===== src/rtl/usbh_irq_pkg.sv =====
package usbh_irq_pkg;

    localparam int STS_W = 4;

    typedef struct packed {
        logic halted;
        logic proc_err;
        logic host_err;
        logic resume;
    } usbh_sts_t;

    typedef enum logic [7:0] {
        TOK_SETUP = 8'h2D,
        TOK_IN    = 8'h69,
        TOK_OUT   = 8'hE1
    } usbh_tok_e;

    function automatic logic tok_is_legal(input logic [7:0] code);
        return (code == TOK_SETUP) || (code == TOK_IN) || (code == TOK_OUT);
    endfunction

endpackage


===== src/rtl/usbh_desc_check.sv =====
module usbh_desc_check
    import usbh_irq_pkg::*;
#(
    parameter int LEN_W     = 11,
    parameter int LEN_LIMIT = 1280
) (
    input  logic [7:0]       pid,
    input  logic [LEN_W-1:0] maxlen,
    output logic             bad
);
    localparam logic [LEN_W:0] LIMIT_EXT = (LEN_W+1)'(LEN_LIMIT);

    logic pid_bad;
    logic len_bad;

    always_comb begin
        pid_bad = !tok_is_legal(pid);
        len_bad = {1'b0, maxlen} >= LIMIT_EXT;
        bad     = pid_bad || len_bad;
    end
endmodule


===== src/rtl/usbh_sts_regs.sv =====
module usbh_sts_regs
    import usbh_irq_pkg::*;
(
    input  logic      clk,
    input  logic      rst,
    input  logic      proc_evt,
    input  logic      host_evt,
    input  logic      resume_evt,
    input  logic      clr_wr,
    input  logic [2:0] clr_mask,
    input  logic      run_wr,
    input  logic      run_wdata,
    output usbh_sts_t sts,
    output logic      run_stop,
    output logic      run_force_clr
);
    usbh_sts_t sts_q, sts_d;
    logic      run_q, run_d;
    logic      fclr_q;
    logic [2:0] clr_hit;

    always_comb begin
        clr_hit = clr_wr ? clr_mask : 3'b000;
        sts_d.resume   = resume_evt || (sts_q.resume   && !clr_hit[0]);
        sts_d.host_err = host_evt   || (sts_q.host_err && !clr_hit[1]);
        sts_d.proc_err = proc_evt   || (sts_q.proc_err && !clr_hit[2]);

        if (proc_evt || host_evt)
            sts_d.halted = 1'b1;
        else if (run_wr && !run_wdata)
            sts_d.halted = 1'b1;
        else if (run_wr && run_wdata && !sts_q.proc_err && !sts_q.host_err)
            sts_d.halted = 1'b0;
        else
            sts_d.halted = sts_q.halted;

        if (host_evt)
            run_d = 1'b0;
        else if (run_wr)
            run_d = run_wdata;
        else
            run_d = run_q;
    end

    always_ff @(posedge clk) begin
        if (rst) begin
            sts_q  <= '{halted: 1'b1, default: 1'b0};
            run_q  <= 1'b0;
            fclr_q <= 1'b0;
        end else begin
            sts_q  <= sts_d;
            run_q  <= run_d;
            fclr_q <= host_evt;
        end
    end

    assign sts           = sts_q;
    assign run_stop      = run_q;
    assign run_force_clr = fclr_q;
endmodule


===== src/rtl/usbh_irq_gen.sv =====
module usbh_irq_gen
    import usbh_irq_pkg::*;
(
    input  logic      clk,
    input  logic      rst,
    input  usbh_sts_t sts,
    input  logic      resume_en,
    output logic      irq
);
    logic irq_q;

    always_ff @(posedge clk) begin
        if (rst) irq_q <= 1'b0;
        else     irq_q <= sts.proc_err || sts.host_err || (sts.resume && resume_en);
    end

    assign irq = irq_q;
endmodule


===== src/rtl/usbh_irq_err_unit.sv =====
module usbh_irq_err_unit
    import usbh_irq_pkg::*;
#(
    parameter int LEN_W     = 11,
    parameter int LEN_LIMIT = 1280
) (
    input  logic             clk,
    input  logic             rst,
    input  logic             desc_valid,
    input  logic [7:0]       desc_pid,
    input  logic [LEN_W-1:0] desc_maxlen,
    input  logic             resume_evt,
    input  logic             bus_parity_err,
    input  logic             bus_master_abort,
    input  logic             bus_target_abort,
    input  logic             run_wr,
    input  logic             run_wdata,
    input  logic             sts_clr_wr,
    input  logic [2:0]       sts_clr_mask,
    input  logic             ien_wr,
    input  logic             ien_wdata,
    output logic             run_stop,
    output logic [STS_W-1:0] status,
    output logic             run_force_clr,
    output logic             irq
);
    usbh_sts_t sts;
    logic      desc_bad;
    logic      active;
    logic      bus_any;
    logic      proc_evt;
    logic      host_evt;
    logic      ien_q;

    usbh_desc_check #(.LEN_W(LEN_W), .LEN_LIMIT(LEN_LIMIT)) i_check (
        .pid    (desc_pid),
        .maxlen (desc_maxlen),
        .bad    (desc_bad)
    );

    always_comb begin
        active   = !sts.halted;
        bus_any  = bus_parity_err || bus_master_abort || bus_target_abort;
        proc_evt = active && desc_valid && desc_bad;
        host_evt = active && bus_any;
    end

    usbh_sts_regs i_regs (
        .clk           (clk),
        .rst           (rst),
        .proc_evt      (proc_evt),
        .host_evt      (host_evt),
        .resume_evt    (resume_evt),
        .clr_wr        (sts_clr_wr),
        .clr_mask      (sts_clr_mask),
        .run_wr        (run_wr),
        .run_wdata     (run_wdata),
        .sts           (sts),
        .run_stop      (run_stop),
        .run_force_clr (run_force_clr)
    );

    always_ff @(posedge clk) begin
        if (rst)         ien_q <= 1'b0;
        else if (ien_wr) ien_q <= ien_wdata;
    end

    usbh_irq_gen i_irq (
        .clk       (clk),
        .rst       (rst),
        .sts       (sts),
        .resume_en (ien_q),
        .irq       (irq)
    );

    assign status = sts;

    // a failing descriptor while running is logged and halts
    a_r2_desc_logged: assert property (@(posedge clk) disable iff (rst)
        (!status[3] && desc_valid && desc_bad) |=> (status[2] && status[3]));

    // bus error forces Run/Stop low with a pulse
    a_r4_bus_stops: assert property (@(posedge clk) disable iff (rst)
        (!status[3] && bus_any) |=> (!run_stop && status[1] && run_force_clr));

    // resume always lands, even against a clear
    a_r5_resume_wins: assert property (@(posedge clk) disable iff (rst)
        resume_evt |=> status[0]);

    // unmaskable errors drive the interrupt
    a_r6_err_irq: assert property (@(posedge clk) disable iff (rst)
        (status[2] || status[1]) |=> irq);

    // no source means no interrupt
    a_r6_quiet: assert property (@(posedge clk) disable iff (rst)
        (!status[2] && !status[1] && !(status[0] && ien_q)) |=> !irq);

    // errors are frozen while halted
    a_r9_halt_freeze: assert property (@(posedge clk) disable iff (rst)
        (status[3] && !sts_clr_wr) |=> ($stable(status[2:1]) && !run_force_clr));

    // halted does not appear without a cause
    a_r8_no_spurious_halt: assert property (@(posedge clk) disable iff (rst)
        (!status[3] && !bus_any && !(desc_valid && desc_bad) && !(run_wr && !run_wdata))
        |=> !status[3]);
endmodule


===== config.mk =====
export PLATFORM = sky130hd
export DESIGN_NAME = usbh_irq_err_unit
export DESIGN_NICKNAME = d
export VERILOG_FILES = /design/src/rtl/usbh_irq_pkg.sv /design/src/rtl/usbh_desc_check.sv /design/src/rtl/usbh_sts_regs.sv /design/src/rtl/usbh_irq_gen.sv /design/src/rtl/usbh_irq_err_unit.sv
export SDC_FILE = /design/constraint.sdc
export NUM_CORES = 1
export LEC_CHECK = 0
export BUFFER_PORTS_ARGS = -buffer_cell sky130_fd_sc_hd__buf_2
export CAP_MARGIN = 0
export CORE_AREA = 3 3 40 42
export CTS_BUF_LIST = sky130_fd_sc_hd__clkbuf_4
export DETAILED_ROUTE_END_ITERATION = 7
export DIE_AREA = 0 0 43 45
export PLACE_DENSITY = 0.66
export RECOVER_POWER = 100
export SLEW_MARGIN = 10
export SYNTH_ARGS = -nofsm -noshare
export SYNTH_HDL_FRONTEND = slang
export SYNTH_SLANG_ARGS = --single-unit

===== constraint.sdc =====
create_clock -name clk -period 1.85 [get_ports clk]
set_input_delay 0.0925 -clock clk [delete_from_list [all_inputs] [get_ports clk]]
set_output_delay 0.0925 -clock clk [all_outputs]
set_load 0.01 [all_outputs]

Yosys cells after proc, flatten, opt, wreduce, memory -nomap -nowiden
Index checks and enable logic that the tools add are counted.
{"block": "word_totals", "reg_bits": 8, "input_bits": 34, "out_inout_bits": 7}
{"block": "classes", "n_lt_le_gt_ge": 1, "n_eq_ne": 3, "n_mux": 1, "n_reduce_logical": 32}
{"cell": "$ge 11x11->1 const B", "count": 1}
{"cell": "$logic_and 1x1->1", "count": 11}
{"cell": "$logic_or 1x1->1", "count": 11}
{"cell": "$eq 8x6->1 const B", "count": 1}
{"cell": "$eq 8x7->1 const B", "count": 1}
{"cell": "$eq 8x8->1 const B", "count": 1}
{"cell": "$logic_not 1->1", "count": 8}
{"cell": "$mux 3", "count": 1}
{"cell": "$reduce_or 3->1", "count": 1}
{"cell": "$reduce_or 2->1", "count": 1}

Depth between registers and ports, before layout
Gate-level depths: netlist (run 1).
{"block": "depth", "ltp_word": 8, "ltp_mapped": 4, "mapped_depth_nobuf": 4}

Cells and area by module
Synthesis (run 1) repeated with hierarchy kept, for this count alone.
{"block": "unflattened", "cells_unflattened": 38, "area_unflattened_um2": 359.1}
{"module": "usbh_sts_regs", "n_inst": 1, "cells_per_inst": 21, "area_each_um2": 230.2}
{"module": "usbh_irq_err_unit", "n_inst": 1, "cells_per_inst": 7, "area_each_um2": 50.0}
{"module": "usbh_desc_check", "n_inst": 1, "cells_per_inst": 7, "area_each_um2": 47.5}
{"module": "usbh_irq_gen", "n_inst": 1, "cells_per_inst": 3, "area_each_um2": 31.3}

Worst setup path before layout (run 1)
Ideal clock, no wire load.
{"block": "synth_timing", "path_type": "register -> register", "start": "reg i_regs.sts_q (netlist bit i_regs.sts[1])", "end": "reg i_regs.sts_q (netlist bit i_regs.sts[3])", "setup_ps": 126, "arrival_time_ps": 950, "t_required_ps": 1724, "slack_ps": 774, "stages_incl_launch_ff": 5, "n_path_buf": 0, "period_less_slack_ps": 1076, "path_cell_list": "dfxtp_1 > nor2_1 > nand2_1 > a2111oi_1 > nand2_1"}
{"block": "synth_between", "elab_chain_len": 2}
{"item": "from (decl)", "line": "usbh_sts_regs.sv:17", "rtl": "usbh_sts_t sts_q, sts_d;"}
{"item": "from (signal assigned)", "line": "usbh_sts_regs.sv:51", "rtl": "sts_q <= sts_d;"}
{"item": "$logic_not 1->1", "line": "usbh_sts_regs.sv:32", "rtl": "else if (run_wr && run_wdata && !sts_q.proc_err && !sts_q.host_err)"}
{"item": "$logic_and 1x1->1", "line": "usbh_sts_regs.sv:32"}
No other way between the ends.
A chain may end at the register's enable or synchronous reset.

Worst setup path in the final report (run 1)
Ends and elaborated chain as after synthesis.

==> results of run 1 <==
==> report_power, final <==
part | internal [mW] | switching, mW | leakage (nW)
Combinational | 0.0447 | 0.0367 | 0.180
Clock | 0.0739 | 0.0537 | 0.0138
Sequential | 0.185 | 0.00714 | 0.0658
Total | 0.303 | 0.0975 | 0.260
==> registers in the layout, summed over array words and instances (netlist names) <==
name and flops:
i_regs.run_force_clr 1, ien_q 1, i_regs.run_stop 1, i_irq.irq 1, i_regs.sts 4
==> cell type report <==
| type | count | share of cell area [%] |
|---|---|---|
| multi-input combinational | 30 | 31.4 |
| sequential | 8 | 28.7 |
| timing repair buffer | 32 | 27.1 |
| inverter | 1 | 5.38 |
| clock buffer | 3 | 4.04 |
| tap | 15 | 3.36 |
==> per-stage QoR <==
stage	utilization (%)	area, sq um	hold slack (ns)
floorplan	-	374	0.210
global placement	42.7	549	0.297
detailed placement	42.7	549	0.307
CTS	44.5	572	0.0524
global route	43.4	558	0.0723
finish	43.4	558	0.0590
==> cell usage after synthesis <==
cell type / n
nor2_1: 5
mux2i_1: 2
a2111oi_1: 1
clkbuf_1: 1
nand2_1: 9
o2bb2ai_1: 1
nor3_1: 2
bufinv_16: 1
nor2b_1: 1
o21ai_1: 1
a21oi_2: 1
a2111oi_2: 1
a311o_1: 1
dfxtp_1: 8
nor3_2: 1
xor2_1: 1
a21oi_1: 3
==> critical path, stage by stage, from the launching register on <==
cell and delay, ns:
dfxtp_1 0.31, nor2_1 0.15, nand2_1 0.07, a2111oi_0 0.41, nand2_1 0.09
==> cell families (layout without fill, tap and decap cells) <==
kind of cell | count (synthesis) | after routing | synth area share, %
flops | 8 | 8 | 42.8
buf+inv | 2 | 36 | 9.03
mux | 2 | 2 | 5.35
simple gates | 18 | 18 | 21.1
compound gates | 9 | 9 | 19.4
xor+xnor | 1 | 1 | 2.34
==> worst max path at each step <==
stage | start | to | slack, ns | cells past startpoint
finish | i_regs.sts[1] | i_regs.sts[3] | 0.70 | 4
global route | i_regs.sts[1] | i_regs.sts[3] | 0.51 | 4
CTS | i_regs.sts[1] | i_regs.sts[3] | 0.71 | 4
detailed placement | i_regs.sts[1] | i_regs.sts[3] | 0.73 | 4
global placement | i_regs.sts[1] | i_regs.sts[3] | 0.73 | 4
floorplan | i_regs.sts[1] | i_regs.sts[3] | 0.77 | 4
==> metal layers <==
metal	vias to the layer above	share of wire, %
li1	209	-
met5	-	0
met2	15	52
met4	0	0.87
met1	176	40
met3	2	6.3
==> qor.txt, run 1 <==
ROUTE
-------------------------------------------------------------------------------------
Number of vias per cell                                                          4.52
Final routed DRC violation total                                                    0
Drt pass-1 iters                                                                    4
Remaining antenna violation count after routing                                     0
Iteration-0 DRC count of the detailed router                                        6
Drt total wl                                                              921 microns
Via total after detailed routing                                                  402
Final routed wire length divided by cell count                           10.3 microns

CLOCKING
-------------------------------------------------------------------------------------
Buffer cell driving the clock tree root                                      clkbuf_4
Maximum root-to-sink buffer count                                                   2
Clock Latency Late Sink                                                       0.25 ns
CTS sink cnt                                                                        8
Resized cells post-CTS                                                              0
CTS tree                                                                         done
TritonCTS Buffers                                                                   3
CTS H-Tree Depth                                                                    1
Post-CTS setup buffer count                                                         0
Post-cts hold buffer count                                                          0
Clock-pin transition on the worst setup and hold timing paths                 0.05 ns

TIMING
-------------------------------------------------------------------------------------
Max frequency                                                                 869 MHz
Worst Tran Pin Value                                                         0.378 ns
Fin. max-slew vios                                                                  0
Number of endpoints failing setup at the final stage                                0
Final clock skew                                                           0.00655 ns
Setup repair after global routing missed its margin                             false
Final WS setup                                                               0.699 ns
Total negative slack                                                             0 ns
Fraction of the cycle the final worst path needs                                62.2%
Max-slew headroom at the worst pin                                              74.1%
Fin crit period                                                               1.15 ns
Final Hold Vio Count                                                                0

DIE
-------------------------------------------------------------------------------------
Overall die height                                                         45 microns
Count of boundary I/O pins                                                         41
Core area                                                                  1280 sq um
DIE WIDTH                                                                  43 microns
Die ar.                                                                    1940 sq um
Placement Rows                                                                     13
Effective utilization at floorplan                                              29.1%

POWER
-------------------------------------------------------------------------------------
Overall power of the completed layout                                        0.401 mW
IR Drop Worst-Case VDD                                                       0.273 mV
Power density normalized to cell area                                     718 nW/um^2
Leakage component of the power                                               0.260 nW

SYNTH
-------------------------------------------------------------------------------------
Cells taking the most area after synthesis                               dfxtp_1, nand2_1, bufinv_16
Biggest area consumer among synthesized cells                                 dfxtp_1
Cell variety after synth                                                           17
Cell Area, Synth                                                            374 sq um
Number of synthesized register bits                                                 8
Avg Synthesized Cell Area                                                  9.35 sq um
Area share of the leading cell type in the synthesized netlist                  42.8%
Yosys synthesis warning count                                                       0
Fraction of the yosys area taken by sequential cells                            42.8%
Post-synthesis cell count                                                          40
Mapped Nets                                                                        74

SETUP PATH
-------------------------------------------------------------------------------------
Setup crit end kind                                                              flop
CP startpoint kind                                                               flop
R2R depth                                                                           4
Register-to-register setup slack                                              0.70 ns
Crit Reg-Reg Startpoint                                                  i_regs.sts[1]
Critical path class                                                      flop to flop
Worst Path Max Fanout                                                               3
Reg2reg end                                                              i_regs.sts[3]
Critical path data required time                                              1.98 ns
Arr. time, crit path                                                          1.28 ns

CELLS AND AREA
-------------------------------------------------------------------------------------
Multi-input gate area in the final layout                                   175 sq um
Cell Count, Final, Fillers Out                                                     89
Most frequent cells in the layout                                        buf_2, nand2_1, dfxtp_1
Net count of the finished layout                                                  110
Layout fillers                                                                    142
Layout cells sized above 1                                                      41.9%
Antenna Cells                                                                       0
Post-synthesis to final-layout area growth                                      49.2%
Most frequent standard cell in the layout excluding fill and tap cells          buf_2
Sequential cell area in the final layout                                    160 sq um

PLACE
-------------------------------------------------------------------------------------
Count of port buffers added during placement                                       32
Setup Slack @ Placement                                                      0.730 ns
Final HPWL from detailed placement                                        772 microns
DP Cell Count                                                                      86
Gp weighted congestion                                                          0.655

GLOBAL ROUTE
-------------------------------------------------------------------------------------
GRT Resource Usage Total                                                        10.2%
Vias in the first global route                                                    396
Grt ovf                                                                             0
Global-route track usage on met2                                                18.0%
Global routing met3 resource utilization                                        1.99%
Initial antenna violation count                                                     0
Wire length of the first global-routing pass                             1480 microns
Global Route met1 Usage                                                         10.9%
Layer with the highest usage after global routing                                met2
Largest net degree at the start of global routing                                   9

RUN STATUS
-------------------------------------------------------------------------------------
Result of the run                                                           completed

MIN PATH
-------------------------------------------------------------------------------------
Hold EP                                                                  i_regs.sts[0]
Kind of path behind the tightest hold check                              primary input to flop
Number of instances on the worst hold path                                          3
Worst hold start                                                           resume_evt

RUN
-------------------------------------------------------------------------------------
Max-cap violation count                                                             0

(Power assumes the default switching activity.)
==> run 2: changes to the inputs <==
Settings changed: PLACE_DENSITY 0.66 to 0.69.
Clock period 1.85 ns to 1 ns, I/O delays scaled along.
==> run 2 against run 1 <==
Compared with the run above: critical path depth did not move; total power rose by 98%; critical path type unchanged; clock skew fell by 0.0058 ns; cell count rose by 4.5%.
==> qor.txt, run 2 (synthesized netlist as in run 1, its figures left out) <==
PLACE
-------------------------------------------------------------------------------------
Gp weighted congestion                                                          0.690
Final HPWL from detailed placement                                        801 microns
Count of port buffers added during placement                                       32
Cell area reported after detailed placement                                 588 sq um
DP Cell Count                                                                      90

CELLS AND AREA
-------------------------------------------------------------------------------------
Most frequent cells in the layout                                        buf_2, nand2_1, dfxtp_1
Layout cells sized above 1                                                      59.0%
Most frequent standard cell in the layout excluding fill and tap cells          buf_2
Post-route standard cell area excluding fillers                             629 sq um
Antenna Cells                                                                       0
Final cell utilization of the core                                              49.0%
Net count of the finished layout                                                  114
Post-synthesis to final-layout area growth                                      68.2%
Cell Count, Final, Fillers Out                                                     93
Number of flip-flops in the largest register                                        4

ROUTE
-------------------------------------------------------------------------------------
Final routed DRC violation total                                                    0
Drt total wl                                                              951 microns
Via total after detailed routing                                                  429
Drt pass-1 iters                                                                    4
Final routed wire length divided by cell count                           10.2 microns
Number of vias per cell                                                          4.61
Remaining antenna violation count after routing                                     0
Iteration-0 DRC count of the detailed router                                        2

DIE
-------------------------------------------------------------------------------------
Count of boundary I/O pins                                                         41
Effective utilization at floorplan                                              29.1%
Core area                                                                  1280 sq um
Placement Rows                                                                     13
Die ar.                                                                    1940 sq um
Overall die height                                                         45 microns
DIE WIDTH                                                                  43 microns

MIN PATH
-------------------------------------------------------------------------------------
Kind of path behind the tightest hold check                              primary input to flop
Hold EP                                                                  i_regs.sts[0]
Number of instances on the worst hold path                                          3
Worst hold start                                                           resume_evt

SETUP PATH
-------------------------------------------------------------------------------------
Setup crit end kind                                                              flop
CP startpoint kind                                                               flop
Register-to-register setup slack                                             0.002 ns
Crit Reg-Reg Startpoint                                                  i_regs.sts[2]
Critical path data required time                                              1.13 ns
Arr. time, crit path                                                          1.13 ns
Reg2reg end                                                              i_regs.sts[3]
R2R depth                                                                           4
Worst Path Max Fanout                                                               2
Critical path class                                                      flop to flop

TIMING
-------------------------------------------------------------------------------------
Worst Tran Pin Value                                                         0.258 ns
Final Hold Vio Count                                                                0
Fraction of the cycle the final worst path needs                                99.8%
Final clock skew                                                          0.000770 ns
Number of endpoints failing setup at the final stage                                0
Setup repair after global routing missed its margin                              true
Max-slew headroom at the worst pin                                              82.8%
Fin crit period                                                              0.998 ns
Fin. max-slew vios                                                                  0
Max frequency                                                                1000 MHz

POWER
-------------------------------------------------------------------------------------
Power density normalized to cell area                                    1260 nW/um^2
IR Drop Worst-Case VDD                                                       0.657 mV
Leakage component of the power                                               0.303 nW

GLOBAL ROUTE
-------------------------------------------------------------------------------------
Global Route met1 Usage                                                         11.2%
Grt ovf                                                                             0
Global routing met3 resource utilization                                        2.79%
Largest net degree at the start of global routing                                   9
Wire length of the first global-routing pass                             1590 microns
Initial antenna violation count                                                     0
Global-route track usage on met2                                                20.1%
Layer with the highest usage after global routing                                met2
Vias in the first global route                                                    404
GRT Resource Usage Total                                                        10.8%

CLOCKING
-------------------------------------------------------------------------------------
CTS sink cnt                                                                        8
TritonCTS Buffers                                                                   3
Clock-pin transition on the worst setup and hold timing paths                 0.05 ns
Maximum root-to-sink buffer count                                                   2
Post-cts hold buffer count                                                          0
CTS H-Tree Depth                                                                    1
Clock Latency Late Sink                                                       0.24 ns
CTS tree                                                                         done
Buffer cell driving the clock tree root                                      clkbuf_4

RUN STATUS
-------------------------------------------------------------------------------------
Result of the run                                                           completed

RUN
-------------------------------------------------------------------------------------
Max-cap violation count                                                             0

## run 2: critical path, stage by stage, from the launching register on
cell	delay, ns
dfxtp_2	0.33
nor2_4	0.12
nand2_2	0.07
a2111oi_4	0.28
nand2_1	0.08
## run 2: worst max path at each step
stage	from	cells past startpoint	slack, ns	to
floorplan	i_regs.sts[3]	3	0.01	i_regs.sts[3]
global placement	i_regs.sts[2]	4	0.000007	i_regs.sts[3]
detailed placement	i_regs.sts[2]	4	-0.005	i_regs.sts[3]
CTS	i_regs.sts[2]	4	-0.01	i_regs.sts[3]
global route	i_regs.sts[2]	4	-0.09	i_regs.sts[3]
finish	i_regs.sts[2]	4	0.002	i_regs.sts[3]
## run 2: routing by layer
metal / routed length (microns) / share of wire [%]
met1: 352 / 37
met2: 537 / 56
met3: 61 / 6.4
met4: 0 / 0
met5: 0 / 0
## run 2: layout make-up
class                   count  area, sq um
inverters                   1         30.0
multi-input cells          30          208
well taps                  15         18.8
repair buffers             36          188
flip-flops and latches      8          163
clock buffers               3         22.5
fillers                   129          656
## run 2: through the flow
stage                     setup TNS (ns)  setup slack [ns]  hold slack, ns  total power [mW]
after floorplan                        0            0.0142           0.167             0.444
after global placement                 0        0.00000666           0.259             0.543
after detailed placement        -0.00500          -0.00500           0.270             0.547
after CTS                        -0.0135           -0.0135          0.0159             0.795
after global routing             -0.0876           -0.0876          0.0336             0.856
final                                  0           0.00164          0.0168             0.793
## run 2: where the power goes
part | total, mW | internal [mW] | switching [mW]
registers | 0.361 | 0.343 | 0.0178
logic | 0.193 | 0.112 | 0.0813
clock network | 0.240 | 0.137 | 0.103
## run 2: what timing repair did
action,CTS,global route
pin swaps,0,0
buffers inserted,0,0
gates resized for setup,1,3
setup endpoints to repair,1,2
